--- src/rtl/tiler_pkg.sv ---
package tiler_pkg;
    typedef enum logic [0:0] {ST_IDLE, ST_EMIT} tiler_state_t;

    localparam int FMT_W = 2;
    localparam int BPP_W = 4;

    function automatic logic [BPP_W-1:0] fmt_to_bpp(input logic [FMT_W-1:0] fmt);
        case (fmt)
            2'd0:    return 4'd8;
            2'd1:    return 4'd4;
            default: return 4'd2;
        endcase
    endfunction
endpackage

--- src/rtl/tiler_pixel_banks.sv ---
module tiler_pixel_banks #(
    parameter int PIX_W = 8,
    parameter int NPIX  = 8,
    localparam int RA_W  = $clog2(2*NPIX),
    localparam int IDX_W = $clog2(NPIX)
) (
    input  logic                        clk,
    input  logic                        rst_n,
    input  logic                        wr_en,
    input  logic [RA_W-1:0]             wr_addr,
    input  logic [PIX_W-1:0]            wr_data,
    input  logic                        rd_bank,
    output logic [NPIX-1:0][PIX_W-1:0]  rd_pix
);
    logic [1:0][NPIX-1:0][PIX_W-1:0] bank_q;

    always_ff @(posedge clk) begin
        if (!rst_n) begin
            bank_q <= '0;
        end else if (wr_en) begin
            bank_q[wr_addr[RA_W-1]][wr_addr[IDX_W-1:0]] <= wr_data;
        end
    end

    assign rd_pix = bank_q[rd_bank];
endmodule

--- src/rtl/tiler_plane_gather.sv ---
module tiler_plane_gather #(
    parameter int PIX_W = 8,
    parameter int NPIX  = 8,
    localparam int PL_W = $clog2(PIX_W)
) (
    input  logic [NPIX-1:0][PIX_W-1:0] pix,
    input  logic [PL_W-1:0]            plane,
    output logic [NPIX-1:0]            plane_byte
);
    for (genvar j = 0; j < NPIX; j++) begin : g_px
        assign plane_byte[NPIX-1-j] = pix[j][plane];
    end
endmodule

--- src/rtl/tiler_addr_gen.sv ---
module tiler_addr_gen #(
    parameter int NPIX   = 8,
    parameter int RAM_AW = 11,
    localparam int CNT_W  = $clog2(2*NPIX),
    localparam int STEP_W = $clog2(NPIX),
    localparam int BPP_W  = tiler_pkg::BPP_W
) (
    input  logic [RAM_AW-1:0] dest,
    input  logic [CNT_W-1:0]  row,
    input  logic [BPP_W-1:0]  bpp,
    output logic [RAM_AW-1:0] base
);
    logic [RAM_AW-1:0] bpp_x, span, keep_mask, step_off, half_off;

    always_comb begin
        bpp_x     = RAM_AW'(bpp);
        span      = bpp_x << CNT_W;
        keep_mask = ~(span - RAM_AW'(1));
        step_off  = RAM_AW'(row[STEP_W-1:0]) << 1;
        half_off  = row[STEP_W] ? (bpp_x << STEP_W) : '0;
        base      = (dest & keep_mask) + step_off + half_off;
    end
endmodule

--- src/rtl/bitplane_tiler.sv ---
module bitplane_tiler #(
    parameter int PIX_W  = 8,
    parameter int NPIX   = 8,
    parameter int RAM_AW = 11,
    localparam int RA_W  = $clog2(2*NPIX)
) (
    input  logic                  clk,
    input  logic                  rst_n,
    input  logic                  reg_we,
    input  logic [RA_W-1:0]       reg_addr,
    input  logic [PIX_W-1:0]      reg_wdata,
    input  logic                  cfg_dma_en,
    input  logic                  cfg_conv_sel,
    input  logic                  cfg_auto,
    input  logic [1:0]            cfg_fmt,
    input  logic [RAM_AW-1:0]     cfg_dest,
    output logic                  busy,
    output logic                  ram_we,
    output logic [RAM_AW-1:0]     ram_addr,
    output logic [NPIX-1:0]       ram_wdata
);
    import tiler_pkg::*;

    localparam int IDX_W = $clog2(NPIX);
    localparam int CNT_W = $clog2(2*NPIX);
    localparam int PL_W  = $clog2(PIX_W);

    tiler_state_t state, state_nx;

    logic [CNT_W-1:0]       row_cnt;
    logic [PL_W-1:0]        plane;
    logic [BPP_W-1:0]       run_bpp;
    logic [RAM_AW-1:0]      run_base;
    logic                   run_bank;
    logic                   accept, is_last, start, last_plane;
    logic [BPP_W-1:0]       cur_bpp;
    logic [RAM_AW-1:0]      base_now;
    logic [RAM_AW-1:0]      plane_off;
    logic [NPIX-1:0][PIX_W-1:0] sel_pix;
    logic [NPIX-1:0]        plane_byte;

    assign accept     = reg_we && (state == ST_IDLE);
    assign is_last    = (reg_addr[IDX_W-1:0] == IDX_W'(NPIX-1));
    assign start      = accept && is_last && cfg_dma_en && cfg_conv_sel && !cfg_auto;
    assign cur_bpp    = fmt_to_bpp(cfg_fmt);
    assign last_plane = (BPP_W'(plane) == run_bpp - BPP_W'(1));
    assign plane_off  = (RAM_AW'(plane >> 1) << CNT_W) | RAM_AW'(plane[0]);

    tiler_pixel_banks #(.PIX_W(PIX_W), .NPIX(NPIX)) u_banks (
        .clk     (clk),
        .rst_n   (rst_n),
        .wr_en   (accept),
        .wr_addr (reg_addr),
        .wr_data (reg_wdata),
        .rd_bank (run_bank),
        .rd_pix  (sel_pix)
    );

    tiler_addr_gen #(.NPIX(NPIX), .RAM_AW(RAM_AW)) u_addr (
        .dest (cfg_dest),
        .row  (row_cnt),
        .bpp  (cur_bpp),
        .base (base_now)
    );

    tiler_plane_gather #(.PIX_W(PIX_W), .NPIX(NPIX)) u_gather (
        .pix        (sel_pix),
        .plane      (plane),
        .plane_byte (plane_byte)
    );

    // State register
    always_ff @(posedge clk) begin
        if (!rst_n) state <= ST_IDLE;
        else        state <= state_nx;
    end

    // Transitions: GO, STEP, DONE
    always_comb begin
        state_nx = state;
        unique case (state)
            ST_IDLE: if (start)      state_nx = ST_EMIT;
            ST_EMIT: if (last_plane) state_nx = ST_IDLE;
        endcase
    end

    // Row counter and per-conversion context
    always_ff @(posedge clk) begin
        if (!rst_n) begin
            row_cnt  <= '0;
            plane    <= '0;
            run_bpp  <= BPP_W'(2);
            run_base <= '0;
            run_bank <= 1'b0;
        end else begin
            if (!cfg_dma_en)  row_cnt <= '0;
            else if (start)   row_cnt <= row_cnt + CNT_W'(1);

            if (start) begin
                plane    <= '0;
                run_bpp  <= cur_bpp;
                run_base <= base_now;
                run_bank <= row_cnt[0];
            end else if (state == ST_EMIT) begin
                plane    <= plane + PL_W'(1);
            end
        end
    end

    // Outputs
    always_comb begin
        busy      = (state == ST_EMIT);
        ram_we    = (state == ST_EMIT);
        ram_addr  = run_base + plane_off;
        ram_wdata = plane_byte;
    end
endmodule

--- config.mk ---
export PLATFORM = sky130hd
export DESIGN_NAME = bitplane_tiler
export DESIGN_NICKNAME = d
export VERILOG_FILES = /design/src/rtl/tiler_pkg.sv /design/src/rtl/tiler_pixel_banks.sv /design/src/rtl/tiler_plane_gather.sv /design/src/rtl/tiler_addr_gen.sv /design/src/rtl/bitplane_tiler.sv
export SDC_FILE = /design/constraint.sdc
export NUM_CORES = 1
export LEC_CHECK = 0
export BUFFER_PORTS_ARGS = -buffer_cell sky130_fd_sc_hd__buf_2
export CORE_MARGIN = 5
export CORE_UTILIZATION = 60
export CTS_CLUSTER_SIZE = 8
export DETAILED_ROUTE_END_ITERATION = 12
export PLACE_DENSITY_LB_ADDON = 0.05
export SKIP_CTS_REPAIR_TIMING = 1
export SLEW_MARGIN = 20
export SYNTH_ARGS = -nofsm -noshare
export SYNTH_HDL_FRONTEND = slang
export SYNTH_HIERARCHICAL = 1
export SYNTH_SLANG_ARGS = --single-unit
--- constraint.sdc ---
create_clock -name clk -period 5.5 [get_ports clk]
set_clock_uncertainty 0.1 [all_clocks]
set_input_delay 1.1 -clock clk [delete_from_list [all_inputs] [get_ports clk]]
set_output_delay 1.1 -clock clk [all_outputs]
set_load 0.02 [all_outputs]
== Word level (Yosys, flattened, before mapping) ==
Cells that the tools add are included.

* Input port bits: 31
* Register bits after elaboration: 152
* Output and inout bits: 21
* Logic and storage cells: 82

* Equal/unequal tests: 3
* Add/subtract/negate cells: 7
* Multiplexer cells: 28
* Bitwise gates (word level): 5
* Magnitude comparators: 6
* Reduce and logical (&&, ||, !) cells: 11

{| class="wikitable"
|+ Operator list
! kind !! number
|-
| $mux 64 || 3
|-
| $bwmux 128 || 1
|-
| $demux 64 s1 || 1
|-
| $bmux 1 s3 || 8
|-
| $demux 8 s3 || 1
|-
| $add 11x4->11 || 1
|-
| $add 11x6->11 || 1
|-
| $add 11x7->11 || 1
|-
| $and 11x11->11 || 1
|-
| $not 11->11 || 1
|-
| $mux 1 || 10
|-
| $sub 8x1->9 const B || 1
|-
| $lt 3x4->1 const B || 2
|-
| $mux 8 || 1
|-
| $pmux 4 s2 || 1
|-
| $logic_and 1x1->1 || 7
|-
| $mux 7 || 1
|-
| $or 6x1->6 || 1
|-
| $add 4x1->4 const B || 1
|-
| $eq 3x4->1 || 1
|-
| $lt 1x2->1 const B || 2
|-
| $sub 4x1->4 const B || 1
|-
| $add 3x1->3 const B || 1
|-
| $eq 3x3->1 const B || 1
|-
| 9 further kinds || 10
|}

== Logic depth before layout (Yosys ltp) ==
Gate-level depths: netlist of the first run.

* Word-level depth: 8
* Mapped depth: 12
* Gate-level depth less buffers: 11

== Hierarchy ==
The synthesis of the first run kept the hierarchy.

{| class="wikitable"
|+ By module, submodules not included
! module !! cells each !! sequential area each (µm²) !! times used !! area an instance (µm²)
|-
| tiler_pixel_banks || 516 || 2562.5 || 1 || 5372.7
|-
| bitplane_tiler || 161 || 460.4 || 1 || 1326.3
|-
| tiler_plane_gather || 29 || 0.0 || 1 || 550.5
|-
| tiler_addr_gen || 51 || 0.0 || 1 || 370.4
|}

== Worst setup path before layout of the first run ==
OpenSTA, ideal clock, no wires.

* Path type: register to output
* Start point: reg run_bank
* End point: out ram_wdata[0]
* Path buffers: 2
* Required time: 4300 ps
* Arrival time: 1961 ps
* Setup slack: 2339 ps
* Stages on the path, launching flop included: 6
* Cell sequence: dfxtp_1 > clkbuf_1 > buf_2 > mux2_2 > mux4_1 > mux2_2

{| class="wikitable"
|+ RTL lines
! item !! line !! text
|-
| start, declared || bitplane_tiler.sv:34 || <nowiki>logic run_bank;</nowiki>
|-
| start signal, assigned || bitplane_tiler.sv:103 || <nowiki>run_bank <= row_cnt[0];</nowiki>
|-
| end, declared || bitplane_tiler.sv:20 || <nowiki>output logic [NPIX-1:0] ram_wdata</nowiki>
|}

== Worst setup path in the final report of the first run ==
* Start point: reg plane[0]
* End point: out ram_addr[6]

* Word-level cells in the longest chain between the ends: 2

{| class="wikitable"
|+ RTL lines
! item !! line !! text
|-
| start, declared || bitplane_tiler.sv:31 || <nowiki>logic [PL_W-1:0] plane;</nowiki>
|-
| start signal, assigned || bitplane_tiler.sv:105 || <nowiki>plane <= plane + PL_W'(1);</nowiki>
|-
| $or 6x1->6 || bitplane_tiler.sv:47 || <nowiki>assign plane_off = (RAM_AW'(plane >> 1) << CNT_W) | RAM_AW'(plane[0]);</nowiki>
|-
| $add 11x6->11 || bitplane_tiler.sv:114 || <nowiki>ram_addr = run_base + plane_off;</nowiki>
|-
| end, declared || bitplane_tiler.sv:19 || <nowiki>output logic [RAM_AW-1:0] ram_addr,</nowiki>
|}

Every way passes these cells.

==> flow_results.org, run 1 <==
** Place
- Input and output buffers added on the ports amount to 47.
- Once detailed placement completed, the half-perimeter wirelength came to 10,500 um.
- At the end of routability-driven placement, the weighted congestion stood at 0.814.
- Counting tap cells, the placed design contains a total of 927 instances.

** Synthesis
- Number of enable-type register cells in the synthesized netlist :: 0
- After technology mapping, the gate count stands at 757.
- For this run, the leading register cell type out of synthesis is dfxtp_1.
- For this run, asynchronously set or reset flops after synthesis account for 0%.
- Syn_area_per_cell :: 10.1 um^2
- Post-Syn Area :: 7620 um^2
- Sequential elements use 39.7% of the synthesized area.
- After synthesis the netlist holds a flip-flop and latch count of 151.
- Synth warn :: 6
- Synth unique cells :: 52

** Critical path
- Data required time at the worst endpoint :: 4.30 ns
- Cell class contributing the biggest share of worst-path delay :: flip-flops
- The worst register-to-register path begins at busy$_SDFF_PN0_.
- The worst setup path is captured at a primary output.
- Critical path buffer and inverter count :: 3
- Worst Reg2Reg Path Length in Cells :: 4
- On the worst path, the slowest cell contributes a delay of 0.78 ns.
- Counting stages on the worst path, the most repeated cell is ha_1.
- Critical-path maximum fanout :: 11
- In this run the register-to-register setup slack is 3.33 ns.
- The worst register-to-register path ends at u_banks/bank_q[75]$_SDFFE_PN0P_.
- Critical Path Source Type :: flip-flop
- Worst-path cell with the longest stage delay :: dfxtp_1
- The critical path in this run is classified as reg2out.
- The critical path goes through buf_4 > ha_1 > ha_1 > inv_1 > o21a_1 > xnor2_1 > buf_2.
- Data arrives at the worst endpoint at 2.73 ns.

** Final layout
- Measured on the finished design, the core utilization comes to 67.1%.
- In the final layout, flip-flops and latches occupy 3020 um^2.
- Fillcell total :: 1,048
- Area growth from synthesis to final layout :: 10.2%
- The number of antenna diodes in the final layout is 0.
- Combined area of the multi-input logic cells :: 4270 um^2
- The finished layout holds 955 standard cells, fillers aside.
- Number of nets in the finished design :: 818
- Cells with a size suffix above 1 make up 21.6% of the layout.

** Global route
- The first global-routing pass estimated 27,000 um of wire.
- GR Overflow Total :: 0
- The number of global-route vias before repair was 5,463.
- Pin count of the biggest net entering global routing :: 73
- The initial antenna violation count is 0.
- Global routing consumed, over all layers together, 23.0% of the routing resources.

** Floorplanning
- Row Count :: 41
- Die outline area :: 15,100 um^2
- Once the floorplan was initialized, standard cells occupied 60.9% of the core.
- The die is 123 um tall.
- After floorplanning, the core was sized to cover 12,500 um^2.
- During I/O placement, the number of pins put on the boundary was 52.
- Die Wd :: 123 um

** STA
- After routing, the total negative slack on setup checks comes to 0 ns.
- Max_slew headroom :: 43.0%
- Final Hold Slack :: 0.352 ns
- Transition at the pin with the smallest max-transition slack :: 0.853 ns
- Fin crit share :: 71.4%
- The number of slew-limit violations in the final report was 0.
- Setup repair after global routing left no endpoint under its margin.
- Number of endpoints with negative hold slack in the final report :: 0
- Maximum clock rate :: 255 MHz
- Final worst path period need :: 3.93 ns
- Setup violators final :: 0

** Hold path
- Along the worst hold path, the cell count comes to 2.
- The worst hold path terminates at u_banks/bank_q[90]$_SDFFE_PN0P_.
- Hold Startpoint :: u_banks/bank_q[90]$_SDFFE_PN0P_
- In this run the worst hold path is classified as reg2reg.

** Job
- Count of maximum capacitance violations :: 0

** CTS
- Maximum buffer depth of the clock tree :: 2
- Number of clock sinks :: 151
- TritonCTS created 17 clock buffers.
- Htree depth :: 4
- Root Buffer Master :: clkbuf_16
- The later pin in the worst-skew pair is clocked with a latency of 0.42 ns.
- CTS clk-pin slew, worst paths :: 0.05 ns
- Clock tree from TritonCTS :: done

** Routing
- Routed len/inst :: 17.5 um
- Routed signal wires occupy layers up through met4.
- DRC viols :: 0
- Final ANT Viol Nets :: 0
- Drt first pass iters :: 5
- DR vias :: 5,375
- The first routing iteration left 296 violations.
- Aggregate routed wire length :: 16,700 um
- The detailed router put a total of 7610 um of wire on met1.
- Via density per instance :: 5.63
- Summed over all nets, wire length on met3 after detailed routing comes to 688 um.
- In the detailed route, the total length drawn on met2 is 8190 um.

** Power
- For this design the total switching power over the nets is 0.501 mW.
- The analysis attributes to cell leakage a power of 3.54 nW.
- Of the total power, the share spent switching nets is 21.3%.
- The internal power of the cells totals 1.85 mW.
- Power per cell area :: 280 nW/um^2
- Peak VDD IR :: 0.176 mV
- Share of power burned in the clock network :: 47.6%
- Combinational group share of total power :: 5.1%
- Registers are responsible for 47.3% of the overall power.

** Status
- The run finished with clean final reports.
[layout make-up]
type                            instances  area share, %
Sequential cell                       151           36.0
Timing Repair Buffer                   51           3.34
Inverter                               13          0.581
Clock inverter                          4          0.834
Clock buffer                           24           5.85
Multi-Input combinational cell        540           50.8
Tap cell                              172           2.56
[worst reg2reg max path, cell delays in order, from the launching register on]
cell	delay, ns
dfxtp_1	0.40
and2b_2	0.30
nor3b_1	0.44
and3_1	0.59
mux2i_1	0.25
[cell usage after synthesis, types with 2 or more instances]
library cell	n	area share, %
clkbuf_1	29	1.4
ha_1	12	2.0
conb_1	2	0.099
mux2i_1	130	17
xor2_1	8	0.92
o21ai_0	19	1.2
buf_4	5	0.49
and3_4	2	0.30
nand2_1	149	7.3
nor2_1	6	0.30
and3_1	4	0.33
nand3b_1	3	0.30
buf_6	3	0.44
mux4_1	15	5.2
a211oi_1	3	0.30
nand2b_1	4	0.33
inv_1	13	0.64
mux2_2	72	11
nand4_1	4	0.33
nand3_1	25	1.6
dfxtp_1	151	40
or3_1	5	0.41
and2_1	4	0.33
o31ai_1	3	0.30
nor2_2	9	0.74
buf_2	18	1.2
o22ai_1	3	0.25
a21oi_1	21	1.4
xnor2_1	9	1.0
or4_1	4	0.39
[flip-flops by register name, indices dropped and copies added, names as in the netlist]
name            flops
run_bpp             3
row_cnt             4
u_banks/bank_q    128
plane               3
run_base           11
busy                1
run_bank            1
[layout by cell type, fill, tap and decap left out, types with 6 or more instances in the layout]
cell	Yosys	final
a21oi_1	21	21
buf_2	18	46
clkbuf_16	0	17
conb_1	2	6
dfxtp_1	151	150
ha_1	12	12
inv_1	13	13
mux2_2	72	72
mux2i_1	130	130
mux4_1	15	15
nand2_1	149	149
nand3_1	25	25
nor2_1	6	6
nor2_2	9	9
o21ai_0	19	19
xnor2_1	9	9
xor2_1	8	8
[power groups by stage]
stage / combinational, mW / sequential, mW / clock, mW
2_1_floorplan: 0.0851 / 1.13 / 0
3_3_place_gp: 0.114 / 1.14 / 0
4_1_cts: 0.119 / 1.11 / 1.14
6_report: 0.119 / 1.11 / 1.12
3_5_place_dp: 0.119 / 1.14 / 0
5_1_grt: 0.131 / 1.11 / 1.18
[cell families after synthesis]
logic type	share of synthesized area, %
AO/OA/AOI/OAI	4.24
multiplexers	33.2
XOR/XNOR	1.95
other	0.0986
flip-flops	39.7
adder cells (fa/ha/maj)	2.23
buffers and inverters	4.50
AND/OR/NAND/NOR	14.1
[worst max-delay path by stage]
stage | start | endpoint | slack, ns | depth (start not counted)
after detailed placement | plane[0]$_SDFFE_PP0P_ | ram_addr[6] | 2.00 | 7
final | plane[0]$_SDFFE_PP0P_ | ram_addr[6] | 1.57 | 7
after CTS | plane[0]$_SDFFE_PP0P_ | ram_addr[6] | 1.53 | 7
after floorplan | run_bank$_SDFFE_PN0P_ | ram_wdata[0] | 2.34 | 5
after global routing | plane[0]$_SDFFE_PP0P_ | ram_addr[10] | 1.38 | 7
after global placement | plane[0]$_SDFFE_PP0P_ | ram_addr[6] | 2.03 | 7
[layer usage]
metal / vias up / GRT usage (%)
li1: 2675 / -
met1: 2600 / 29.4
met2: 88 / 38.7
met3: 12 / 5.16
met4: 0 / 7.42
met5: - / 0
[stage by stage]
| stage | setup slack (ns) | power [mW] | cell area [um^2] |
|---|---|---|---|
| floorplan | 2.34 | 1.22 | 7630 |
| global placement | 2.03 | 1.25 | 7840 |
| detailed placement | 2.00 | 1.26 | 7840 |
| CTS | 1.53 | 2.37 | 8400 |
| global route | 1.38 | 2.43 | 8400 |
| finish | 1.57 | 2.35 | 8400 |
(Power assumes the default switching activity.)
==> run 2: changes to the inputs <==
Settings changed: ABC_AREA set to 1, CORE_UTILIZATION 60 to 56.
Clock period 5.5 ns to 3.4 ns, I/O delays scaled along.
==> flow_results.org, run 2 <==
** Status
- Result of the run: complete, no violations (unchanged).

** Power
- The peak supply drop was 0.350 mV (was 0.176 mV).
- The net switching power figure came to 0.964 mW (was 0.501 mW).
- The internal power component came to 3.13 mW (was 1.85 mW).
- Power per cell area :: 442 nW/um^2 (was 280 nW/um^2)
- The total design power came to 4.09 mW (was 2.35 mW).
- Switching portion of total power :: 23.6% (was 21.3%)
- The fraction of power consumed by the clock network was 47.4% (was 47.6%).
- The standby leakage power was 4.38 nW (was 3.54 nW).
- Combinational group share of total power :: 8.1% (was 5.1%)
- Sequential share of power :: 44.5% (was 47.3%)

** Synthesis
- The area share of the largest cell type after synthesis is 35.5% (was 39.7%).
- The post-synthesis average cell area was 6.50 um^2 (was 10.1 um^2).
- Most frequently used cell type in the post-synthesis netlist :: nand2_1 (was dfxtp_1)
- Synth top cells by count :: 371 x nand2_1, 318 x nor2_1, 151 x dfxtp_1, 129 x inv_1, 81 x nand3_1 (was 151 x dfxtp_1, 149 x nand2_1, 130 x mux2i_1, 72 x mux2_2, 29 x clkbuf_1)
- Number of enable-type register cells in the synthesized netlist :: 0 (unchanged)
- Proportion of register bits with asynchronous set or reset after synthesis :: 0% (unchanged)
- The number of register bits inferred by synthesis is 151 (unchanged).
- The number of different library cells in the post-synthesis netlist is 37 (was 52).
- Cell types with the largest area share after synthesis :: dfxtp_1 36%, nand2_1 16%, nor2_1 14%, mux2_2 6.4%, inv_1 5.7% (was dfxtp_1 40%, mux2i_1 17%, mux2_2 11%, nand2_1 7.3%, mux4_1 5.2%)
- The cell type with the highest aggregate area in the netlist was dfxtp_1 (unchanged).
- Main synth FF type :: dfxtp_1 (unchanged)
- The total of warnings raised by yosys was 6 (unchanged).
- The sequential cell area fraction in the yosys report was 35.5% (was 39.7%).
- Post-Syn Area :: 8510 um^2 (was 7620 um^2)
- The count of mapped cells out of synthesis was 1,309 (was 757).

** Critical path
- Critical R2R Launch :: busy$_SDFF_PN0_ (unchanged)
- The cell seen most often among critical-path stages is nand2_1 (was ha_1).
- Capture point of the worst reg-to-reg path :: u_banks/bank_q[124]$_SDFFE_PN0P_ (was u_banks/bank_q[75]$_SDFFE_PN0P_)
- The startpoint of the worst setup timing path was plane[0]$_SDFFE_PP0P_ (unchanged).
- The required time of the critical path is 2.62 ns (was 4.30 ns).
- The path depth of the worst reg2reg path was 8 (was 4).
- Critical Path Source Type :: flip-flop (unchanged)
- The cell with the largest stage delay on the worst path is buf_4 (was dfxtp_1).
- Endpoint kind of the worst setup timing path :: primary output (unchanged)
- The largest incremental delay on the critical path was 0.43 ns (was 0.78 ns).
- The critical path class was reg2out (unchanged).
- Critical-path maximum fanout :: 36 (was 11)
- The setup slack of the most critical reg-to-reg path came to 1.45 ns (was 3.33 ns).
- The arrival time at the worst endpoint is 2.17 ns (was 2.73 ns).
- CP cell instances: buf_4 > inv_4 > nand2_1 > nand3_1 > nand2_1 > nand2_1 > nand2_1 > buf_2 (was buf_4 > ha_1 > ha_1 > inv_1 > o21a_1 > xnor2_1 > buf_2).
- The destination of the critical timing path was ram_wdata[3] (was ram_addr[6]).

** Floorplanning
- Number of top-level pins :: 52 (unchanged)
- Die outline area :: 17,800 um^2 (was 15,100 um^2)
- Die Wd :: 133 um (was 123 um)
- The y dimension of the die was 133 um (was 123 um).
- The effective utilization at floorplan is 56.6% (was 60.9%).
- The number of rows created at floorplan is 45 (was 41).
- The floorplan core area was 15,000 um^2 (was 12,500 um^2).

** Job
- Count of maximum capacitance violations :: 0 (unchanged)

** Place
- The number of placed cells counting well taps is 1,484 (was 927).
- The pre-CTS setup slack was 0.841 ns (was 2.00 ns).
- The placed instance area came to 8650 um^2 (was 7840 um^2).
- Number of input and output port buffers inserted :: 47 (unchanged)
- Final estimated routing congestion in global placement :: 0.807 (was 0.814)
- Hpwl dp :: 12,200 um (was 10,500 um)

** Routing
- DR vias :: 7,520 (was 5,375)
- DRC viols :: 0 (unchanged)
- Routed len/inst :: 13.4 um (was 17.5 um)
- The via density per instance came to 4.96 (was 5.63).
- The total length of routed wires is 20,300 um (was 16,700 um).
- Final ANT Viol Nets :: 0 (unchanged)
- The count of routing violations after the opening detailed-route iteration was 512 (was 296).
- Drt first pass iters :: 5 (unchanged)

** Final layout
- Register containing the most flip-flops in the final layout :: u_banks/bank_q (unchanged)
- Antenna cell count :: 0 (unchanged)
- Count of non-filler cells in the finished layout :: 1,516 (was 955)
- Number of nets in the finished design :: 1,359 (was 818)
- The layout overhead on the synthesized area is 8.88% (was 10.2%).
- The number of flip-flops in the largest register was 128 (unchanged).
- Summed area of non-filler cells in the final layout :: 9260 um^2 (was 8400 um^2)
- Final cell utilization of the core :: 61.6% (was 67.1%)
- Fraction of layout instances using a drive strength above 1 :: 14.0% (was 21.6%)
- Fillcell total :: 1,514 (was 1,048)
- The most common cell after layout, fill and taps aside is nand2_1 (was dfxtp_1).
- Biggest regs: u_banks/bank_q (128), run_base (11), row_cnt (4) (unchanged).
- Highest-count cells in the layout ignoring fill and taps: 371 x nand2_1, 317 x nor2_1, 150 x dfxtp_1 (was 150 x dfxtp_1, 149 x nand2_1, 130 x mux2i_1).

** Hold path
- The classification of the worst-slack hold path was reg2reg (unchanged).
- Hold Startpoint :: run_bpp[2]$_SDFFE_PN0P_ (was u_banks/bank_q[90]$_SDFFE_PN0P_)

** STA
- The pin slew with the least headroom to its limit was 0.796 ns (was 0.853 ns).
- The final worst setup slack is 0.450 ns (was 1.57 ns).
- After layout, the minimum clock period comes to 2.95 ns.
- The worst slew margin relative to its limit was 46.9% (was 43.0%).
- The number of slew-limit violations in the final report is 0 (unchanged).
- After layout, the worst path uses 86.8% of the clock period.
- The number of failing setup endpoints in the final timing report came to 0 (unchanged).
- Derived from the worst setup path, the maximum achievable clock frequency is 339 MHz.
- The total negative slack for setup checks was 0 ns (unchanged).
- RSZ-0062 raised after global routing :: no (unchanged)
- Final Hold Slack :: 0.366 ns (was 0.352 ns)
- The final number of hold-violating endpoints is 0 (unchanged).

** CTS
- CTS clk-pin slew, worst paths :: 0.06 ns (was 0.05 ns)
- The CTS tree is done (unchanged).
- The clock latency on the worst-skew pair came to 0.43 ns (was 0.42 ns).
- The maximum level of the CTS H-tree is 4 (unchanged).
- Number of clock sinks :: 151 (unchanged)
- The number of buffers added by the clock tree synthesis step came to 17 (unchanged).
- Root Buffer Master :: clkbuf_16 (unchanged)
- Maximum buffer depth of the clock tree :: 2 (unchanged)

** Global route
- GR Overflow Total :: 0 (unchanged)
- The pin count of the biggest net entering global routing is 82 (was 73).
- Overall fraction of global-route tracks in use :: 23.0% (about the same)
- Via count of the first global-routing pass :: 6,723 (was 5,463)
- Wire length of the first global-routing pass :: 32,800 um (was 27,000 um)
- Antenna violations before repair :: 1 (was 0)
==> run 2: cell types whose count changed in the layout (fill, tap and decap cells not counted), sizes merged, moves of 6 or more <==
cell,before,now
mux4,16,0
a21oi,21,29
nor2,15,336
mux2,72,48
nand3,25,84
buf,51,57
nand2,149,387
inv,13,137
nand4,4,18
mux2i,130,0
and3,6,0
==> run 2: area by class of cell <==
cell class	count	area (um^2)	share of cell area, %
tap	188	235	2.54
clock inverter	6	86.3	0.932
clock buffer	26	529	5.71
timing repair buffer	57	338	3.65
inverter	137	524	5.66
sequential	151	3020	32.7
multi-input combinational	951	4520	48.9
==> run 2: power by group through the flow <==
stage	clock (mW)	combinational, mW	sequential [mW]
detailed placement	0	0.331	1.86
finish	1.94	0.332	1.82
floorplan	0	0.251	1.85
global route	2.05	0.376	1.82
global placement	0	0.328	1.86
CTS	1.97	0.333	1.82
==> run 2: how the worst min path moves through the flow <==
stage | end | slack [ns] | cells after the start
floorplan | run_bpp[2]$_SDFFE_PN0P_ | 0.33 | 2
global placement | u_banks/bank_q[101]$_SDFFE_PN0P_ | 0.36 | 2
detailed placement | run_bpp[2]$_SDFFE_PN0P_ | 0.36 | 2
CTS | run_bpp[2]$_SDFFE_PN0P_ | 0.37 | 2
global route | run_bpp[3]$_SDFFE_PN0P_ | 0.39 | 2
finish | run_bpp[2]$_SDFFE_PN0P_ | 0.37 | 2
==> run 2: layer usage <==
metal / global-route usage [%] / routed length, um / vias to the layer above
met3: 4.68 / 977 / 26
met2: 39.2 / 9550 / 146
met5: 0 / 11 / -
met4: 7.54 / 301 / 2
met1: 29.3 / 9440 / 3353
li1: - / - / 3993
==> run 2: worst max-delay path: cells and delay by family, from the launching register on <==
kind / cells / cell delay [ns]
DFF: 1 / 0.35
buffers and inverters: 3 / 0.90
and+or+nand+nor: 5 / 0.46
==> run 2: cells by family (layout without fill, tap and decap cells) <==
kind of cell	Yosys count	count (layout)	share of synthesized area, %
and+or+nand+nor	827	827	40.5
buffers and inverters	209	226	11.4
DFF	151	151	35.5
AOI/OAI and AO/OA	48	48	3.00
muxes	48	48	6.35
adders and majority gates	13	13	2.00
xor gates and xnor gates	11	11	1.13
other	2	4	0.0883
==> run 3: changes to the inputs <==
Settings changed: MAX_ROUTING_LAYER set to met4.
==> flow_results.org, run 3 (synthesized netlist as in run 2, its figures left out) <==
** Critical path
- The category of the worst setup path launch point is a flip-flop (unchanged).
- Critical-path maximum fanout :: 36 (unchanged)
- Largest stage delay, worst path :: 0.45 ns (was 0.43 ns)
- The nature of the critical path endpoint is a primary output (unchanged).
- The cell with the largest stage delay on the worst path is buf_4 (unchanged).
- The cell seen most often among critical-path stages was nand2_1 (unchanged).
- The path depth of the worst reg2reg path came to 8 (unchanged).
- CP cell instances :: buf_4 > inv_4 > nand2_1 > nand3_1 > nand2_1 > nand2_1 > nand2_1 > buf_2 (unchanged)
- The arrival time at the worst endpoint came to 2.20 ns (was 2.17 ns).
- Crit Path Category :: reg2out (unchanged)
- The required time of the critical path is 2.62 ns (about the same).

** Global route
- Via count of the first global-routing pass :: 6,730 (was 6,723)
- The global router's overall resource usage was 23.7% (was 23.0%).
- The global-route wire length before repair came to 32,800 um (about the same).
- Pin count of the biggest net entering global routing :: 82 (unchanged)
- GR Overflow Total :: 0 (unchanged)
- The initial antenna violation count was 1 (unchanged).

** Power
- The net switching power figure was 0.966 mW (was 0.964 mW).
- Share of power burned in the clock network :: 47.4% (about the same)
- Switching portion of total power :: 23.6% (about the same)
- The peak supply drop came to 0.349 mV (was 0.350 mV).
- The power per unit of standard cell area came to 442 nW/um^2 (about the same).
- Combinational group share of total power :: 8.1% (about the same)
- Cell internal power dissipation :: 3.13 mW (about the same)
- The sequential cell fraction of total power came to 44.5% (about the same).
- The standby leakage power is 4.38 nW (about the same).

** Final layout
- Number of nets in the finished design :: 1,359 (unchanged)
- The number of flip-flops in the largest register is 128 (unchanged).
- Biggest regs: u_banks/bank_q (128), run_base (11), row_cnt (4) (unchanged).
- Highest-count cells in the layout ignoring fill and taps: 371 x nand2_1, 317 x nor2_1, 150 x dfxtp_1 (unchanged).
- Fraction of layout instances using a drive strength above 1 :: 14.0% (unchanged)
- The finished layout cell area was 9260 um^2 (about the same).
- The sequential cell area was 3020 um^2 (unchanged).
- The most common cell after layout, fill and taps aside is nand2_1 (unchanged).
- Fillcell total :: 1,514 (unchanged)
- Area growth from synthesis to final layout :: 8.91% (was 8.88%)
- The top register by number of flip-flops is u_banks/bank_q (unchanged).
- Combined area of the multi-input logic cells :: 4520 um^2 (unchanged)

** STA
- The number of slew-limit violations in the final report is 0 (unchanged).
- RSZ-0062 raised after global routing: no (unchanged).
- Max_slew headroom :: 47.6% (was 46.9%)
- The total negative slack for setup checks came to 0 ns (unchanged).
- Maximum clock rate :: 336 MHz (was 339 MHz)
- Fin crit share :: 87.6% (was 86.8%)
- Transition at the pin with the smallest max-transition slack :: 0.785 ns (was 0.796 ns)
- Setup violators final :: 0 (unchanged)
- The final number of hold-violating endpoints was 0 (unchanged).
- The final critical-path required period is 2.98 ns (was 2.95 ns).

** Floorplanning
- Starting Density :: 56.6% (unchanged)
- The floorplan core area was 15,000 um^2 (unchanged).
- The horizontal extent of the die was 133 um (unchanged).
- Number of top-level pins :: 52 (unchanged)
- The number of rows created at floorplan came to 45 (unchanged).
- The floorplan die area came to 17,800 um^2 (unchanged).
- Die Height :: 133 um (unchanged)

** Status
- Result of the run: complete, no violations (unchanged).

** CTS
- The clock latency on the worst-skew pair came to 0.43 ns (about the same).
- The CTS tree was done (unchanged).
- The deepest clock path buffer count is 2 (unchanged).
- Number of clock sinks :: 151 (unchanged)
- The post-CTS clock slew at the launch and capture registers of the worst setup and hold paths is 0.06 ns (about the same).
- Number of buffers added by the clock tree synthesis step :: 17 (unchanged)
- Htree depth :: 4 (unchanged)
- Root Buffer Master :: clkbuf_16 (unchanged)

** Place
- The count of input and output buffers came to 47 (unchanged).
- The routability-driven placement congestion ratio is 0.818 (was 0.807).
- Post-Place Cell Area :: 8650 um^2 (unchanged)
- The post-detailed-placement half-perimeter wirelength is 12,200 um (unchanged).

** Routing
- Final ANT Viol Nets :: 0 (unchanged)
- The via density per instance was 4.93 (was 4.96).
- The detailed-router iteration count before antenna repair came to 5 (unchanged).
- The final routed DRC violation total is 0 (unchanged).
- Routed len/inst :: 13.4 um (about the same)
- The number of vias after detailed routing came to 7,486 (was 7,520).
- Aggregate routed wire length :: 20,300 um (about the same)
- Starting DRC count in detailed routing :: 535 (was 512)

** Hold path
- Hold Path Stages :: 2 (unchanged)
- Hold Crit Class :: reg2reg (unchanged)

** Job
- Count of maximum capacitance violations :: 0 (unchanged)
[run 3: cell count changes in the layout (fill, tap and decap cells not counted), sizes merged]
cell	before	now
diode	0	1
[run 3: worst max-delay path: cells and delay by family (launching register included)]
family / cells / cell delay, ns
buf+inv: 3 / 0.93
flops: 1 / 0.35
simple gates: 5 / 0.46
[run 3: power groups by stage]
stage,logic [mW],registers [mW],clock network [mW]
floorplan,0.251,1.85,0
global placement,0.328,1.86,0
detailed placement,0.331,1.86,0
CTS,0.333,1.82,1.97
global route,0.376,1.82,2.05
finish,0.332,1.82,1.94
[run 3: final timing paths]
| check | startpoint | to | slack [ns] |
|---|---|---|---|
| hold / removal | run_bpp[2]$_SDFFE_PN0P_ | run_bpp[2]$_SDFFE_PN0P_ | 0.36 |
| setup / recovery | plane[0]$_SDFFE_PP0P_ | ram_wdata[3] | 0.42 |
| setup reg to reg | busy$_SDFF_PN0_ | u_banks/bank_q[122]$_SDFFE_PN0P_ | 1.48 |
| hold reg to reg | run_bpp[2]$_SDFFE_PN0P_ | run_bpp[2]$_SDFFE_PN0P_ | 0.36 |
[run 3: through the flow]
step	total power [mW]	setup WS (ns)	std cells	hold WS [ns]	util, %
after global placement	2.19	0.863	1484	0.356	57.5
after global routing	4.25	0.322	1517	0.393	61.6
after detailed placement	2.19	0.841	1484	0.363	57.5
final	4.09	0.420	1517	0.365	61.6
after CTS	4.13	0.441	1516	0.372	61.6
after floorplan	2.11	1.07	1311	0.333	-
[run 3: layer usage]
layer / vias to the layer above / global-route usage (%) / routed length, um
li1: 4001 / - / -
met1: 3338 / 29.6 / 9670
met2: 129 / 39.1 / 9600
met3: 18 / 4.72 / 783
met4: 0 / 7.03 / 265
met5: - / - / 0
[run 3: final cells by class]
| class | count | area share, % |
|---|---|---|
| flip-flops and latches | 151 | 32.6 |
| clock buffers | 26 | 5.71 |
| multi-input cells | 951 | 48.8 |
| inverters | 137 | 5.66 |
| well taps | 188 | 2.54 |
| clock inverters | 6 | 0.932 |
| repair buffers | 57 | 3.65 |
| diodes | 1 | 0.0270 |
